===== src/rtl/burst_seq_pkg.sv =====
package burst_seq_pkg;
  // Per-edge commands from the control decoder to the address datapath.
  typedef struct packed {
    logic load;  // capture external address, clear beat count
    logic step;  // advance the beat count by one
  } seqStrobes_t;

  localparam int BEAT_W = 2;
endpackage


===== src/rtl/burst_seq_ctrl.sv =====
module burst_seq_ctrl
  import burst_seq_pkg::*;
(
  input  logic        clk,
  input  logic        rstN,
  input  logic        procStrobeN,
  input  logic        ctrlStrobeN,
  input  logic        advanceN,
  input  logic        enLoN,
  input  logic        enHi,
  input  logic        enLo2N,
  input  logic        writeReq,
  output seqStrobes_t strobes,
  output logic        cycleValid,
  output logic        isWrite
);
  logic procGo, ctrlGo, startCyc, selOk;

  always_comb begin
    // processor strobe is masked by the first enable
    procGo   = !procStrobeN && !enLoN;
    ctrlGo   = !ctrlStrobeN && !procGo;
    startCyc = procGo || ctrlGo;
    selOk    = !enLoN && enHi && !enLo2N;
    strobes.load = startCyc && selOk;
    strobes.step = !startCyc && !advanceN;
  end

  always_ff @(posedge clk) begin
    if (!rstN) begin
      cycleValid <= 1'b0;
      isWrite    <= 1'b0;
    end else if (startCyc) begin
      cycleValid <= selOk;
      isWrite    <= selOk && ctrlGo && writeReq;
    end
  end
endmodule


===== src/rtl/burst_seq_datapath.sv =====
module burst_seq_datapath
  import burst_seq_pkg::*;
#(
  parameter int ADDR_W = 18
) (
  input  logic              clk,
  input  logic              rstN,
  input  seqStrobes_t       strobes,
  input  logic              orderSel,
  input  logic [ADDR_W-1:0] addrIn,
  output logic [ADDR_W-1:0] curAddr
);
  localparam int HI_W = ADDR_W - BEAT_W;

  logic [ADDR_W-1:0] baseAddr;
  logic [BEAT_W-1:0] beatCnt;
  logic              interleaveQ;
  logic [BEAT_W-1:0] lowBits;

  always_ff @(posedge clk) begin
    if (!rstN) begin
      baseAddr    <= '0;
      beatCnt     <= '0;
      interleaveQ <= 1'b0;
    end else if (strobes.load) begin
      baseAddr    <= addrIn;
      beatCnt     <= '0;
      interleaveQ <= orderSel;
    end else if (strobes.step) begin
      beatCnt     <= beatCnt + 1'b1;
    end
  end

  always_comb begin
    if (interleaveQ) lowBits = baseAddr[BEAT_W-1:0] ^ beatCnt;
    else             lowBits = baseAddr[BEAT_W-1:0] + beatCnt;
  end

  generate
    if (HI_W > 0) begin : g_upper
      assign curAddr = {baseAddr[ADDR_W-1:BEAT_W], lowBits};
    end else begin : g_lowonly
      assign curAddr = lowBits[ADDR_W-1:0];
    end
  endgenerate
endmodule


===== src/rtl/burst_addr_seq.sv =====
module burst_addr_seq
  import burst_seq_pkg::*;
#(
  parameter int ADDR_W = 18
) (
  input  logic              clk,
  input  logic              rstN,
  input  logic              procStrobeN,
  input  logic              ctrlStrobeN,
  input  logic              advanceN,
  input  logic              enLoN,
  input  logic              enHi,
  input  logic              enLo2N,
  input  logic              writeReq,
  input  logic              orderSel,
  input  logic [ADDR_W-1:0] addrIn,
  output logic [ADDR_W-1:0] curAddr,
  output logic              cycleValid,
  output logic              isWrite
);
  seqStrobes_t strobes;

  burst_seq_ctrl u_ctrl (
    .clk(clk), .rstN(rstN), .procStrobeN(procStrobeN), .ctrlStrobeN(ctrlStrobeN),
    .advanceN(advanceN), .enLoN(enLoN), .enHi(enHi), .enLo2N(enLo2N),
    .writeReq(writeReq), .strobes(strobes), .cycleValid(cycleValid), .isWrite(isWrite)
  );

  burst_seq_datapath #(.ADDR_W(ADDR_W)) u_dp (
    .clk(clk), .rstN(rstN), .strobes(strobes), .orderSel(orderSel),
    .addrIn(addrIn), .curAddr(curAddr)
  );
endmodule


===== config.mk =====
export PLATFORM = sky130hd
export DESIGN_NAME = burst_addr_seq
export DESIGN_NICKNAME = d
export VERILOG_FILES = /design/src/rtl/burst_seq_pkg.sv /design/src/rtl/burst_seq_ctrl.sv /design/src/rtl/burst_seq_datapath.sv /design/src/rtl/burst_addr_seq.sv
export SDC_FILE = /design/constraint.sdc
export NUM_CORES = 1
export LEC_CHECK = 0
export BUFFER_PORTS_ARGS = -buffer_cell sky130_fd_sc_hd__buf_2
export CAP_MARGIN = 20
export CORE_MARGIN = 4
export CORE_UTILIZATION = 40
export CTS_CLUSTER_SIZE = 12
export DETAILED_ROUTE_END_ITERATION = 10
export PLACE_DENSITY_LB_ADDON = 0.08
export SLEW_MARGIN = 20
export SYNTH_ARGS = -nofsm -noshare
export SYNTH_HDL_FRONTEND = slang
export SYNTH_SLANG_ARGS = --single-unit

===== constraint.sdc =====
create_clock -name clk -period 4.2 [get_ports clk]
set_input_delay 1.26 -clock clk [delete_from_list [all_inputs] [get_ports clk]]
set_output_delay 1.26 -clock clk [all_outputs]
set_load 0.005 [all_outputs]

## Yosys cells after proc, flatten, opt, wreduce, memory -nomap -nowiden

Cells that the tools add are included.

| storage, ports and cells | value |
|---|---|
| register bits | 23 |
| output and inout port bits | 20 |

| cells by class | value |
|---|---|
| add/subtract/negate cells | 2 |
| multiplexer cells | 1 |
| bitwise logic cells | 2 |
| reductions and logical operators | 17 |

Operators by type and width:

| operator | count |
|---|---|
| $logic_and A1 B1 Y1 | 8 |
| $logic_not A1 Y1 | 7 |
| $add A2 B1 Y2 const B | 1 |
| $add A2 B2 Y2 | 1 |
| $mux W2 | 1 |
| $reduce_or A2 Y1 | 1 |
| $xor A2 B2 Y2 | 1 |
| $logic_or A1 B1 Y1 | 1 |
| $not A1 Y1 | 1 |

## Depth between registers and ports, before layout

| logic depth | value |
|---|---|
| depth after elaboration | 7 |
| mapped depth | 4 |
| depth with buffers taken out | 3 |

## Hierarchy

Synthesis repeated with hierarchy kept, for this count alone.

| unflattened totals | value |
|---|---|
| cell total of the unflattened synthesis | 102 |
| area total of the unflattened synthesis | 1071.0 sq um |

Modules (own cells, without submodules):

| module | instances | cells each | area each (sq um) | sequential area each (sq um) |
|---|---|---|---|---|
| burst_seq_datapath | 1 | 89 | 957.2 | 420.4 |
| burst_seq_ctrl | 1 | 13 | 113.9 | 40.0 |

## Worst setup path before layout

No wires, ideal clock.

| timing | value |
|---|---|
| kind | input port to flip-flop |
| from | in enLoN |
| to | reg u_dp.baseAddr[10] |
| library setup time | 0.072 ns |
| data arrival time | 2.137 ns |
| data required time | 4.128 ns |
| path slack | 1.992 ns |
| stages | 4 |
| path buffers | 1 |
| cells stage by stage | or3b_4 nor2_4 buf_12 mux2i_1 |

| on the way | value |
|---|---|
| longest elaborated chain between the ends | 6 |

Ends and longest elaborated chain:

| element | RTL line | source |
|---|---|---|
| start, declared | burst_addr_seq.sv:11 | `input logic enLoN,` |
| $logic_not A1 Y1 * | burst_seq_ctrl.sv:21, burst_seq_ctrl.sv:24 |  |
| $logic_and A1 B1 Y1 | burst_seq_ctrl.sv:21 | `procGo = !procStrobeN && !enLoN;` |
| $logic_not A1 Y1 | burst_seq_ctrl.sv:22 | `ctrlGo = !ctrlStrobeN && !procGo;` |
| $logic_and A1 B1 Y1 | burst_seq_ctrl.sv:22 |  |
| $logic_or A1 B1 Y1 | burst_seq_ctrl.sv:23 | `startCyc = procGo \|\| ctrlGo;` |
| $logic_and A1 B1 Y1 * | burst_seq_ctrl.sv:25 | `strobes.load = startCyc && selOk;` |
| end signal, assigned | burst_seq_datapath.sv:26 | `baseAddr <= addrIn;` |
| end, declared | burst_seq_datapath.sv:15 | `logic [ADDR_W-1:0] baseAddr;` |

Mark *: on every way between the ends. The rest lies on a longest branch, timed or not.
A chain may end at the register's enable or synchronous reset.

## Final worst setup path

| timing | value |
|---|---|
| from | reg u_dp.beatCnt[0] |
| to | out curAddr[1] |

| on the way | value |
|---|---|
| longest elaborated chain between the ends | 2 |

Ends and longest elaborated chain:

| element | RTL line | source |
|---|---|---|
| start, declared | burst_seq_datapath.sv:16 | `logic [BEAT_W-1:0] beatCnt;` |
| start signal, assigned | burst_seq_datapath.sv:30 | `beatCnt <= beatCnt + 1'b1;` |
| $add A2 B2 Y2 | burst_seq_datapath.sv:36 | `else lowBits = baseAddr[BEAT_W-1:0] + beatCnt;` |
| $mux W2 | burst_seq_datapath.sv:35 | `if (interleaveQ) lowBits = baseAddr[BEAT_W-1:0] ^ beatCnt;` |
| end, declared | burst_addr_seq.sv:17 | `output logic [ADDR_W-1:0] curAddr,` |

Every way passes these cells.

==> impl_results.md <==
* Status: completed
* Commonest non-fill, non-tap cell in the layout: buf_2
* Leak pwr at 0.572 nW
* Pwr Density at 300 mW/mm2
* CTS Sinks at 23
* Largest net degree at the start of global routing at 42
* Final period utilization at 59.5%
* DRC at 0
* Core area at 0.00257 mm2
* Leading area contributor after synthesis: dfxtp_1
* Clock power frac at 26.9%
* DP HPWL at 1.44 mm
* RSZ-0062 raised after global routing: false
* Post-cts sizing count at 0
* Startpoint Class: register
* Critical Path, Cell by Cell: ha_1, nor2b_1, xnor2_1, buf_2
* Fillers at 274
* Io pins at 48
* Hold_buf cts at 0
* Kind of critical path: register to primary output
* Worst-case reg-to-reg path depth at 3
* Initial antenna violation count at 0
* Clk root buf: clkbuf_4
* Flop pwr share at 60.9%
* Htree depth at 1
* Clock Skew at 0.000119 ns
* NetSw at 0.0912 mW
* Yosys top cell area share at 41.1%
* Crit-path max cell delay at 0.40 ns
* #FFs+latches synth at 23
* Hold Path End: u_dp.baseAddr[4]$_SDFFE_PN0P_
* YS warnings at 0
* Maximum vdd drop at 0.000206 V
* Area delta synth->final at 11.2%
* Combinational power share at 12.2%
* Vias/cell at 4.58
* DR pass1 iterations at 4
* Worst Setup End Kind: primary output
* CTS tree: built
* Most frequent cells in the layout: 47 x buf_2, 39 x nand2_1, 23 x dfxtp_1
* Setup_tns at 0 ns
* Vias in the first global route at 758
* Clock Path Buffers at 2
* First-pass GRT wire length at 3.15 mm
* Sw Share at 24.3%
* Pre-CTS setup slack at 1.48 ns
* R2R setup slack at 3.01 ns
* Initial Util at 43.7%
* Worst Path Max Fanout at 4
* Hold depth at 2
* Die area at 0.00371 mm2
* Antenna viol nets, final at 0
* Hold_sp: u_dp.baseAddr[4]$_SDFFE_PN0P_
* Internal power at 0.283 mW
* Cell count after synthesis at 125
* Worst Hold Slack at 0.459 ns
* Worst setup margin at 1.70 ns
* Max Fclk at 400 MHz
* TritonCTS Buffers at 3
* Max Cap Violations at 0
* Wirelength per Cell at 10.6 um
* Via count at 843
* Post-Syn Area at 0.00112 mm2
* R2r startpoint: u_dp.beatCnt[0]$_SDFFE_PP0P_
* Nets@finish at 184
* Syn_nets at 154
* # Post-CTS Setup Buffers at 0
* Drt total wl at 1.95 mm
* Slew margin rel. at 51.4%
* Syn avg cell area at 8.97 um2
* Grt ovf at 0
* Worst EP arrival at 1.24 ns
* Skew-Pair Late Insertion Delay at 0.30 ns
* Diode count at 0
* Initial DRC Count at 23
* Finish-stage setup viols at 0
* Crit path required time at 2.94 ns
* Crit path max-delay cell type: dfxtp_1
* Min-Delay Path Class: register to register
* Seq/Total Area, Yosys at 41.1%
* Reg2reg end: u_dp.beatCnt[1]$_SDFFE_PP0P_
* Synth area leaders: dfxtp_1 41%, mux2i_1 17%, nand2_1 13%
* GRT Total Usage at 11.3%
* Layout cells sized above 1 at 34.4%
* Minimum clock period at 2.50 ns
* Die X at 60.9 um
* Post-synth cell types at 21
* Total power at 0.374 mW
* Gpl congestion at 0.626
* Port Buffers at 47
* Reg clk slew, reported paths at 0.12 ns
* Worst-Margin Slew at 0.728 ns
* Die Ht at 60.9 um
* Final Hold Vio Count at 0
* Fin. max-slew vios at 0
* Core Util, Final at 48.5%
* Row Count at 18
-- stage by stage --
stage               std cells  area (um2)
finish                    184        1250
global route              184        1250
CTS                       184        1250
detailed placement        180        1220
global placement          180        1220
floorplan                 125        1120
-- worst max-delay path: cells and delay by family, from the launching register on --
kind / cells / cell delay [ns]
adders and majority gates: 1 / 0.15
DFF: 1 / 0.40
and+or+nand+nor: 1 / 0.14
buffers and inverters: 1 / 0.12
xor gates and xnor gates: 1 / 0.12
-- power groups by stage --
stage	logic (mW)	clock network (mW)	registers [mW]
3_3_place_gp	0.0454	0	0.233
6_report	0.0456	0.101	0.228
3_5_place_dp	0.0466	0	0.233
5_1_grt	0.0522	0.118	0.229
4_1_cts	0.0469	0.108	0.228
2_1_floorplan	0.0335	0	0.232
-- cells in the mapped netlist --
library cell,instances
or3_1,1
a21oi_1,2
nor2b_1,1
buf_4,16
nor2_1,1
and2_1,2
ha_1,1
nand2_1,39
o31ai_1,1
mux2i_1,19
or4_1,1
o32ai_1,1
nor2_4,1
o21a_1,1
xnor2_1,2
or3b_4,1
clkbuf_1,4
buf_12,2
o21ai_0,3
inv_1,3
dfxtp_1,23
-- layout make-up --
class                   count  area (um2)  area share (%)
well taps                  30        37.5            3.01
multi-input cells          77         474            38.1
clock inverters             1        5.00           0.402
repair buffers             47         235            18.9
clock buffers               3        22.5            1.81
inverters                   3        11.3           0.904
flip-flops and latches     23         460            36.9
-- state kept, by name (all words and copies together), names as in the netlist --
register           count
u_ctrl.cycleValid      1
u_ctrl.isWrite         1
u_dp.baseAddr         18
u_dp.beatCnt           2
u_dp.interleaveQ       1
-- how the worst max path moves through the flow --
stage / start / endpoint / slack (ns) / depth (start not counted)
detailed placement: enLoN / u_dp.baseAddr[10]$_SDFFE_PN0P_ / 1.48 / 4
CTS: u_dp.beatCnt[0]$_SDFFE_PP0P_ / curAddr[1] / 1.67 / 4
global placement: enLoN / u_dp.baseAddr[17]$_SDFFE_PN0P_ / 1.50 / 4
floorplan: enLoN / u_dp.baseAddr[10]$_SDFFE_PN0P_ / 1.99 / 4
global route: u_dp.beatCnt[0]$_SDFFE_PP0P_ / curAddr[1] / 1.56 / 4
finish: u_dp.beatCnt[0]$_SDFFE_PP0P_ / curAddr[1] / 1.70 / 4
-- cells by family after synthesis --
family / count (synthesis) / share of synthesized area [%]
xor+xnor: 2 / 1.56
buf+inv: 25 / 16.6
flops: 23 / 41.1
simple gates: 47 / 18.3
compound gates: 8 / 4.35
mux: 19 / 17.0
fa+ha+maj: 1 / 1.12
-- layer usage --
layer,GRT usage [%],up-vias,routed length [um]
met4,1.86,0,15
met3,5.74,2,214
met1,13.4,365,839
met2,18.5,31,881
met5,0,-,0
li1,-,445,-
No activity file was read; power rests on OpenSTA's default activity.
